<file path="src/rtl/glyph_exp_pkg.sv">
// Package: shared select codes and raster codes for the glyph expansion unit.
// Assumes a 4-bit register select on the host port.
package glyph_exp_pkg;
    localparam int SEL_W = 4;
    localparam int ROP_W = 2;

    typedef enum logic [SEL_W-1:0] {
        SEL_POS   = 4'd0,
        SEL_WIDTH = 4'd1,
        SEL_STEP  = 4'd2,
        SEL_FG    = 4'd3,
        SEL_BG    = 4'd4,
        SEL_PAIR  = 4'd5,
        SEL_MODE  = 4'd6,
        SEL_PMASK = 4'd7,
        SEL_DATA  = 4'd8
    } glyph_sel_e;

    typedef enum logic [ROP_W-1:0] {
        ROP_SRC = 2'd0,
        ROP_DST = 2'd1,
        ROP_XOR = 2'd2,
        ROP_RSV = 2'd3
    } glyph_rop_e;
endpackage

</file>
<file path="src/rtl/glyph_regs.sv">
// glyph_regs: host-visible configuration registers and the row position.
// The caller gates wr_en with ready, so wr_en and row_done never occur
// in the same cycle. The width is clamped to 1..ROW_W when it is written.
module glyph_regs
    import glyph_exp_pkg::*;
#(
    parameter int COORD_W = 16,
    parameter int COLOR_W = 32,
    parameter int ROW_W   = 32,
    parameter int WID_W   = 6
) (
    input  logic                 clk,
    input  logic                 rst_n,
    input  logic                 wr_en,
    input  logic [SEL_W-1:0]     sel,
    input  logic [2*COLOR_W-1:0] wdata,
    input  logic                 row_done,
    output logic [COORD_W-1:0]   pos_x,
    output logic [COORD_W-1:0]   pos_y,
    output logic [COORD_W-1:0]   step_x,
    output logic [COORD_W-1:0]   step_y,
    output logic [WID_W-1:0]     width,
    output logic [COLOR_W-1:0]   fg,
    output logic [COLOR_W-1:0]   bg,
    output logic                 transp,
    output logic [ROP_W-1:0]     rop,
    output logic [COLOR_W-1:0]   pmask
);
    localparam logic [WID_W-1:0]   W_MAX  = WID_W'(ROW_W);
    localparam logic [WID_W-1:0]   W_ONE  = WID_W'(1);
    localparam logic [COORD_W-1:0] STEP_Y_RST = COORD_W'(1);

    // Map a raw width value onto the legal range 1..ROW_W.
    function automatic logic [WID_W-1:0] clamp_w(input logic [WID_W-1:0] v);
        if (v == '0)
            return W_ONE;
        else if (v > W_MAX)
            return W_MAX;
        else
            return v;
    endfunction

    glyph_sel_e sel_e;
    assign sel_e = glyph_sel_e'(sel);

    // Register updates: step after a row, otherwise apply a host write.
    always_ff @(posedge clk) begin
        if (!rst_n) begin
            pos_x  <= '0;
            pos_y  <= '0;
            step_x <= '0;
            step_y <= STEP_Y_RST;
            width  <= W_MAX;
            fg     <= '0;
            bg     <= '0;
            transp <= 1'b0;
            rop    <= ROP_SRC;
            pmask  <= '1;
        end else if (row_done) begin
            pos_x <= pos_x + step_x;
            pos_y <= pos_y + step_y;
        end else if (wr_en) begin
            unique case (sel_e)
                SEL_POS: begin
                    pos_y <= wdata[2*COORD_W-1:COORD_W];
                    pos_x <= wdata[COORD_W-1:0];
                end
                SEL_WIDTH: width <= clamp_w(wdata[WID_W-1:0]);
                SEL_STEP: begin
                    step_y <= wdata[2*COORD_W-1:COORD_W];
                    step_x <= wdata[COORD_W-1:0];
                end
                SEL_FG:    fg <= wdata[COLOR_W-1:0];
                SEL_BG:    bg <= wdata[COLOR_W-1:0];
                SEL_PAIR: begin
                    fg <= wdata[2*COLOR_W-1:COLOR_W];
                    bg <= wdata[COLOR_W-1:0];
                end
                SEL_MODE: begin
                    transp <= wdata[0];
                    rop    <= wdata[5:4];
                end
                SEL_PMASK: pmask <= wdata[COLOR_W-1:0];
                default: ;
            endcase
        end
    end
endmodule

</file>
<file path="src/rtl/glyph_row_seq.sv">
// glyph_row_seq: walks one bitmap row, MSB first, one pixel per cycle.
// Assumes width is held stable while busy (the host port is blocked then).
module glyph_row_seq #(
    parameter int ROW_W = 32,
    parameter int WID_W = 6,
    parameter int IDX_W = 5
) (
    input  logic             clk,
    input  logic             rst_n,
    input  logic             start,
    input  logic [WID_W-1:0] width,
    input  logic [ROW_W-1:0] word_in,
    output logic             busy,
    output logic [IDX_W-1:0] idx,
    output logic             bit_cur,
    output logic             row_done
);
    logic [ROW_W-1:0] word_q;
    logic             last;

    // Last pixel of the row when the index reaches width-1.
    assign last     = (WID_W'(idx) == width - WID_W'(1));
    assign row_done = busy & last;
    assign bit_cur  = word_q[ROW_W-1];

    // Row state: load on start, shift and count while busy.
    always_ff @(posedge clk) begin
        if (!rst_n) begin
            busy   <= 1'b0;
            idx    <= '0;
            word_q <= '0;
        end else if (start) begin
            busy   <= 1'b1;
            idx    <= '0;
            word_q <= word_in;
        end else if (busy) begin
            word_q <= word_q << 1;
            if (last) begin
                busy <= 1'b0;
                idx  <= '0;
            end else begin
                idx <= idx + IDX_W'(1);
            end
        end
    end
endmodule

</file>
<file path="src/rtl/glyph_pix_gen.sv">
// glyph_pix_gen: forms the pixel write from the current bit and the colours.
// Purely combinational. While idle it shows the row position and no write.
module glyph_pix_gen #(
    parameter int COORD_W = 16,
    parameter int COLOR_W = 32,
    parameter int IDX_W   = 5
) (
    input  logic               busy,
    input  logic               bit_cur,
    input  logic [IDX_W-1:0]   idx,
    input  logic [COORD_W-1:0] pos_x,
    input  logic [COORD_W-1:0] pos_y,
    input  logic [COLOR_W-1:0] fg,
    input  logic [COLOR_W-1:0] bg,
    input  logic               transp,
    output logic               we,
    output logic [COORD_W-1:0] x,
    output logic [COORD_W-1:0] y,
    output logic [COLOR_W-1:0] color
);
    // Pixel selection: colour from the bit, write suppressed on clear bits if transparent.
    always_comb begin
        x     = busy ? pos_x + COORD_W'(idx) : pos_x;
        y     = pos_y;
        color = bit_cur ? fg : bg;
        we    = busy & (bit_cur | ~transp);
    end
endmodule

</file>
<file path="src/rtl/glyph_expander.sv">
// glyph_expander: top of the monochrome glyph expansion unit.
// Host writes are accepted only while ready is high. A data write starts
// a row of width pixels, and ready stays low until the row is done.
module glyph_expander
    import glyph_exp_pkg::*;
#(
    parameter int COORD_W = 16,
    parameter int COLOR_W = 32,
    parameter int ROW_W   = 32
) (
    input  logic                 clk,
    input  logic                 rst_n,
    input  logic                 cfg_we,
    input  logic [3:0]           cfg_sel,
    input  logic [2*COLOR_W-1:0] cfg_wdata,
    output logic                 ready,
    output logic                 px_we,
    output logic [COORD_W-1:0]   px_x,
    output logic [COORD_W-1:0]   px_y,
    output logic [COLOR_W-1:0]   px_color,
    output logic [COLOR_W-1:0]   px_pmask,
    output logic [1:0]           px_rop
);
    localparam int WID_W = $clog2(ROW_W + 1);
    localparam int IDX_W = (ROW_W > 1) ? $clog2(ROW_W) : 1;

    logic               busy, bit_cur, row_done, accept, start, reg_we;
    logic [IDX_W-1:0]   idx;
    logic [COORD_W-1:0] pos_x, pos_y, step_x, step_y;
    logic [WID_W-1:0]   width;
    logic [COLOR_W-1:0] fg_q, bg_q, pmask_q;
    logic               transp_q;
    logic [ROP_W-1:0]   rop_q;

    // Host port gating: all writes are dropped while a row is in flight.
    assign ready  = ~busy;
    assign accept = cfg_we & ready;
    assign start  = accept & (glyph_sel_e'(cfg_sel) == SEL_DATA);
    assign reg_we = accept & ~start;

    glyph_regs #(
        .COORD_W(COORD_W), .COLOR_W(COLOR_W), .ROW_W(ROW_W), .WID_W(WID_W)
    ) regs_i (
        .clk(clk), .rst_n(rst_n), .wr_en(reg_we), .sel(cfg_sel),
        .wdata(cfg_wdata), .row_done(row_done),
        .pos_x(pos_x), .pos_y(pos_y), .step_x(step_x), .step_y(step_y),
        .width(width), .fg(fg_q), .bg(bg_q), .transp(transp_q),
        .rop(rop_q), .pmask(pmask_q)
    );

    glyph_row_seq #(
        .ROW_W(ROW_W), .WID_W(WID_W), .IDX_W(IDX_W)
    ) seq_i (
        .clk(clk), .rst_n(rst_n), .start(start), .width(width),
        .word_in(cfg_wdata[ROW_W-1:0]), .busy(busy), .idx(idx),
        .bit_cur(bit_cur), .row_done(row_done)
    );

    glyph_pix_gen #(
        .COORD_W(COORD_W), .COLOR_W(COLOR_W), .IDX_W(IDX_W)
    ) pix_i (
        .busy(busy), .bit_cur(bit_cur), .idx(idx), .pos_x(pos_x),
        .pos_y(pos_y), .fg(fg_q), .bg(bg_q), .transp(transp_q),
        .we(px_we), .x(px_x), .y(px_y), .color(px_color)
    );

    // Fill-engine attributes ride along with every pixel write.
    assign px_pmask = pmask_q;
    assign px_rop   = rop_q;
endmodule

</file>
<file path="config.mk">
export PLATFORM = sky130hd
export DESIGN_NAME = glyph_expander
export DESIGN_NICKNAME = d
export VERILOG_FILES = /design/src/rtl/glyph_exp_pkg.sv /design/src/rtl/glyph_regs.sv /design/src/rtl/glyph_row_seq.sv /design/src/rtl/glyph_pix_gen.sv /design/src/rtl/glyph_expander.sv
export SDC_FILE = /design/constraint.sdc
export NUM_CORES = 1
export LEC_CHECK = 0
export ABC_CLOCK_PERIOD_IN_PS = 8100
export CORE_MARGIN = 5
export CORE_UTILIZATION = 38
export DETAILED_ROUTE_END_ITERATION = 6
export DONT_BUFFER_PORTS = 1
export PLACE_DENSITY_LB_ADDON = 0.08
export SLEW_MARGIN = 30
export SYNTH_ARGS = -nofsm -noshare
export SYNTH_HDL_FRONTEND = slang
export SYNTH_HIERARCHICAL = 1
export SYNTH_SLANG_ARGS = --single-unit
</file>
<file path="constraint.sdc">
create_clock -name clk -period 8.1 [get_ports clk]
set_input_delay 1.215 -clock clk [delete_from_list [all_inputs] [get_ports clk]]
set_output_delay 1.215 -clock clk [all_outputs]
set_load 0.02 [all_outputs]
</file>
After elaboration in Yosys (flattened, before gate mapping) --
Index checks and enable logic that the tools add are counted.
Word-level totals: word-level logic and storage cells 71, flip-flop bits (word level) 207, output and inout bits 100, bits of input ports 71
Cells by class: multiplexer cells 17, $lt $le $gt $ge 1, equality and inequality tests 9, reductions and logical operators 15, bitwise gates (word level) 11, add/sub/neg operators 5
Operators by type and width (number):
- $mux W16 | 7
- $mux W32 | 3
- $pmux W32 S2 | 1
- $add A16 B16 Y16 | 2
- $reduce_and A3 Y1 | 6
- $add A16 B5 Y16 | 1
- $eq A4 B3 Y1 const B | 4
- $mux W6 | 2
- $eq A4 B2 Y1 const B | 2
- $reduce_bool A2 Y1 | 4
- $eq A5 B6 Y1 | 1
- $gt A6 B6 Y1 const B | 1
- $logic_not A6 Y1 | 1
- $sub A6 B1 Y6 const B | 1
- $add A5 B1 Y5 const B | 1
- $and A1 B1 Y1 | 5
- $mux W5 | 1
- $not A1 Y1 | 5
- $eq A4 B1 Y1 const B | 1
- $eq A4 B4 Y1 const B | 1
- $logic_not A4 Y1 | 1
- $reduce_or A2 Y1 | 2
- $mux W1 | 3
- $reduce_and A2 Y1 | 1
- $or A1 B1 Y1 | 1

Depth between registers and ports, before layout --
word-level depth 7, gate-level depth with buffers 12

Hierarchy --
The synthesis kept the hierarchy.
By module, submodules not included:
- glyph_regs | instances 1, area an instance 8212.9 µm², cells each 977
- glyph_row_seq | instances 1, area an instance 1943.1 µm², cells each 223
- glyph_pix_gen | instances 1, area an instance 947.2 µm², cells each 112
- glyph_expander | instances 1, area an instance 40.0 µm², cells each 5

Worst setup path after synthesis --
No wires, ideal clock.
path kind register to output, start register seq_i.idx[0], end output port px_x[4], cell stages (with the launch flop) 6, path slack 5.085 ns, data required time 6.885 ns, path buffers 0, arrival time 1.800 ns, cell sequence dfxtp_1 -> ha_1 -> fa_1 -> a211oi_1 -> o21ai_0 -> o22ai_1
On the way: longest elaborated chain between the ends 2
Ends and longest elaborated chain:
- start: declaration | line glyph_row_seq.sv:14 | output logic [IDX_W-1:0] idx,
- start signal: assignment | line glyph_row_seq.sv:42 | idx <= idx + IDX_W'(1);
- $add A16 B5 Y16 | line glyph_pix_gen.sv:23 | x = busy ? pos_x + COORD_W'(idx) : pos_x;
- $mux W16 | line glyph_pix_gen.sv:23
- end: declaration | line glyph_expander.sv:18 | output logic [COORD_W-1:0] px_x,
Every way passes these cells.

Final worst setup path --
start register seq_i.idx[0], end output port px_x[6]
The elaborated chain is that of the path after synthesis.

==> flow_metrics.env <==
export IMPL_status="finished clean"
export IMPL_placed_cells=1610
export IMPL_cp_max_fo=5
export IMPL_clockBufferDepth=3
export IMPL_power_leakage_nw=4.43
export IMPL_syn_inst=1317
export IMPL_dieArea_um2=32800
export IMPL_synth_top_cell_area_share=0.372
export IMPL_ys_warnings_count=6
export IMPL_grt_pass1_wl_um=52300
export IMPL_cp_arrival_ps=2590
export IMPL_fin_crit_sh=0.470
export IMPL_routed_wl_um=33500
export IMPL_synth_seq_cells=207
export IMPL_maxSlewHeadroom=0.468
export IMPL_netlist_top_cell_by_area="dfxtp_1"
export IMPL_finalMaxSlewViolations=0
export IMPL_drc_errors=0
export IMPL_end_kind="primary output"
export IMPL_seq_area_um2=4150
export IMPL_die_y_um=181
export IMPL_grt_pass1_vias=8621
export IMPL_htreeDepth=1
export IMPL_fin_nets=1365
export IMPL_initial_core_util=0.386
export IMPL_path_clk_slew_ps=50
export IMPL_wl_per_cell_um=20.2
export IMPL_rsz0062_at_grt="no"
export IMPL_worst_slew_pin_slew_ps=798
export IMPL_cts_made_buffers=25
export IMPL_powerDensity_nw_per_um2=185
export IMPL_synth_async_sr_flop_share=0
export IMPL_finClkSkew_ps=15.7
export IMPL_diodes=0
export IMPL_drt_iter0_drc=573
export IMPL_worstPathRequired_ps=6880
export IMPL_drtPass1Iterations=5
export IMPL_insertion_delay_ps=540
export IMPL_synth_seq_area_share=0.372
export IMPL_min_path_type="reg -> reg"
export IMPL_cts_tree="built"
export IMPL_dr_total_vias=9050
export IMPL_gp_congestion=0.864
export IMPL_die_w_um=181
export IMPL_stdcell_count=1655
export IMPL_rows=62
export IMPL_postCtsSetupBuffers=0
export IMPL_core_area_um2=28900
export IMPL_period_minus_slack_ps=3800
export IMPL_vias_per_cell=5.47
export IMPL_grt_max_degree=83
export IMPL_vdd_drop_max_mv=0.144
export IMPL_fin_util=0.414
export IMPL_fillCellCount=2944
export IMPL_final_antenna_net_count=0
export IMPL_synth_fp_nets=1428
export IMPL_grt_usage=0.195
export IMPL_crit_type="reg -> out"
export IMPL_synth_edf_count=0
export IMPL_multi_input_area_um2=6400
export IMPL_drive_above_1_share=0.101
export IMPL_drv_cap=0
export IMPL_finalSetupViolCount=0
export IMPL_pin_count=171
export IMPL_netlist_cell_type_count=84
export IMPL_startpoint_type="flip-flop"
export IMPL_clock_sink_count=207
export IMPL_yosys_top_cells_area="dfxtp_1 37%, nand2_1 8.6%, mux2i_1 7.6%"
export IMPL_hpwl_um=22700
export IMPL_antenna_found_initial=0
export IMPL_port_buffers=0
export IMPL_syn_avg_cell_area_um2=8.46
export IMPL_totalPowerFinal_mw=2.21
export IMPL_fin_setup_tns_ps=0
export IMPL_hold_ws_ps=449
export IMPL_postCtsHoldBufs=0
export IMPL_cts_root_buffer="clkbuf_16"
export IMPL_synthFlopType="dfxtp_1"
export IMPL_mappedNetlistArea_um2=11100
export IMPL_area_growth_pct=7.31
export IMPL_maxClockFrequency_mhz=263
export IMPL_postCtsResizedCells=0
export IMPL_grt_overflow=0
export IMPL_hold_violations=0
-- cell usage in the layout (no fill, tap or decap), types with 33 or more instances in the layout --
| cell | netlist | layout |
|---|---|---|
| nand3_1 | 55 | 55 |
| o21ai_0 | 51 | 51 |
| mux2i_1 | 85 | 85 |
| dfxtp_1 | 207 | 205 |
| ha_1 | 37 | 37 |
| a21oi_1 | 98 | 98 |
| and2_1 | 33 | 33 |
| mux2_2 | 45 | 45 |
| nand2_1 | 254 | 254 |
| a211oi_1 | 54 | 54 |
| nor2_1 | 79 | 79 |
-- layer usage --
metal	vias up	global-route usage	part of all wire
met5	-	0	0
met4	0	0.0378	0.018
met3	38	0.0442	0.065
met2	246	0.297	0.43
met1	4286	0.285	0.48
li1	4480	-	-
-- metrics by stage --
step,instance area [um^2],setup WS (ps)
after floorplan,11100,5090
final,12000,4300
after global placement,11200,4670
after global routing,12000,4080
after CTS,11900,4250
after detailed placement,11200,4610
-- kinds of logic after synthesis --
group | share of synthesized area
muxes | 0.127
xor gates and xnor gates | 0.0299
and+or+nand+nor | 0.207
AOI/OAI and AO/OA | 0.160
adders and majority gates | 0.0469
DFF | 0.372
buffers and inverters | 0.0567
-- cell type report --
cell class | count | area share
clock buffers | 36 | 0.0583
clock inverters | 8 | 0.00460
inverters | 19 | 0.00617
multi-input cells | 988 | 0.536
flip-flops and latches | 207 | 0.347
well taps | 384 | 0.0402
repair buffers | 13 | 0.00848
-- worst max-delay path, cell delays in order (launching register included) --
cell and delay [ps]:
dfxtp_1 370, ha_1 250, fa_1 440, a211oi_1 400
o21ai_2 190, nand3_1 130, xnor2_1 280
-- sequential cells by signal, summed over array words and instances, names as in the netlist, 5 cells and up --
name / cells
seq_i/word_q: 32
regs_i/fg: 32
regs_i/width: 6
regs_i/pos_x: 16
regs_i/step_y: 16
regs_i/step_x: 16
seq_i/idx: 5
regs_i/bg: 32
regs_i/pmask: 32
regs_i/pos_y: 16
-- worst paths after layout --
kind / from / to / slack (ps) / cells after the start
setup / recovery: seq_i/idx[0]$_SDFFE_PP0P_ / px_x[6] / 4300 / 6
hold / removal: regs_i/bg[4]$_SDFFE_PN0P_ / regs_i/bg[4]$_SDFFE_PN0P_ / 450 / 2
setup reg to reg: regs_i/width[0]$_SDFFE_PN0P_ / regs_i/pos_x[14]$_SDFFE_PN0P_ / 4590 / 9
hold reg to reg: regs_i/bg[4]$_SDFFE_PN0P_ / regs_i/bg[4]$_SDFFE_PN0P_ / 450 / 2
-- cell usage after synthesis, types with 6 or more instances --
cell / count
nor2_1: 79
o21bai_1: 7
mux2_2: 45
ha_1: 37
nand4_1: 9
and3_1: 11
nand2_1: 254
a21o_1: 10
nor3b_1: 8
and2_1: 33
a211oi_1: 54
xnor2_1: 25
buf_4: 18
inv_1: 18
nor3_1: 12
dfxtp_1: 207
o21ai_0: 51
mux2i_1: 85
xor2_1: 13
clkbuf_1: 54
buf_2: 17
a21oi_1: 98
nand3_1: 55
a31oi_1: 6
-- report_power, final --
group          total, mW  switching, mW  internal, mW
logic              0.106         0.0654        0.0411
registers           1.06         0.0183          1.04
clock network       1.05          0.450         0.598
total               2.21          0.534          1.68
(Power assumes the default switching activity.)
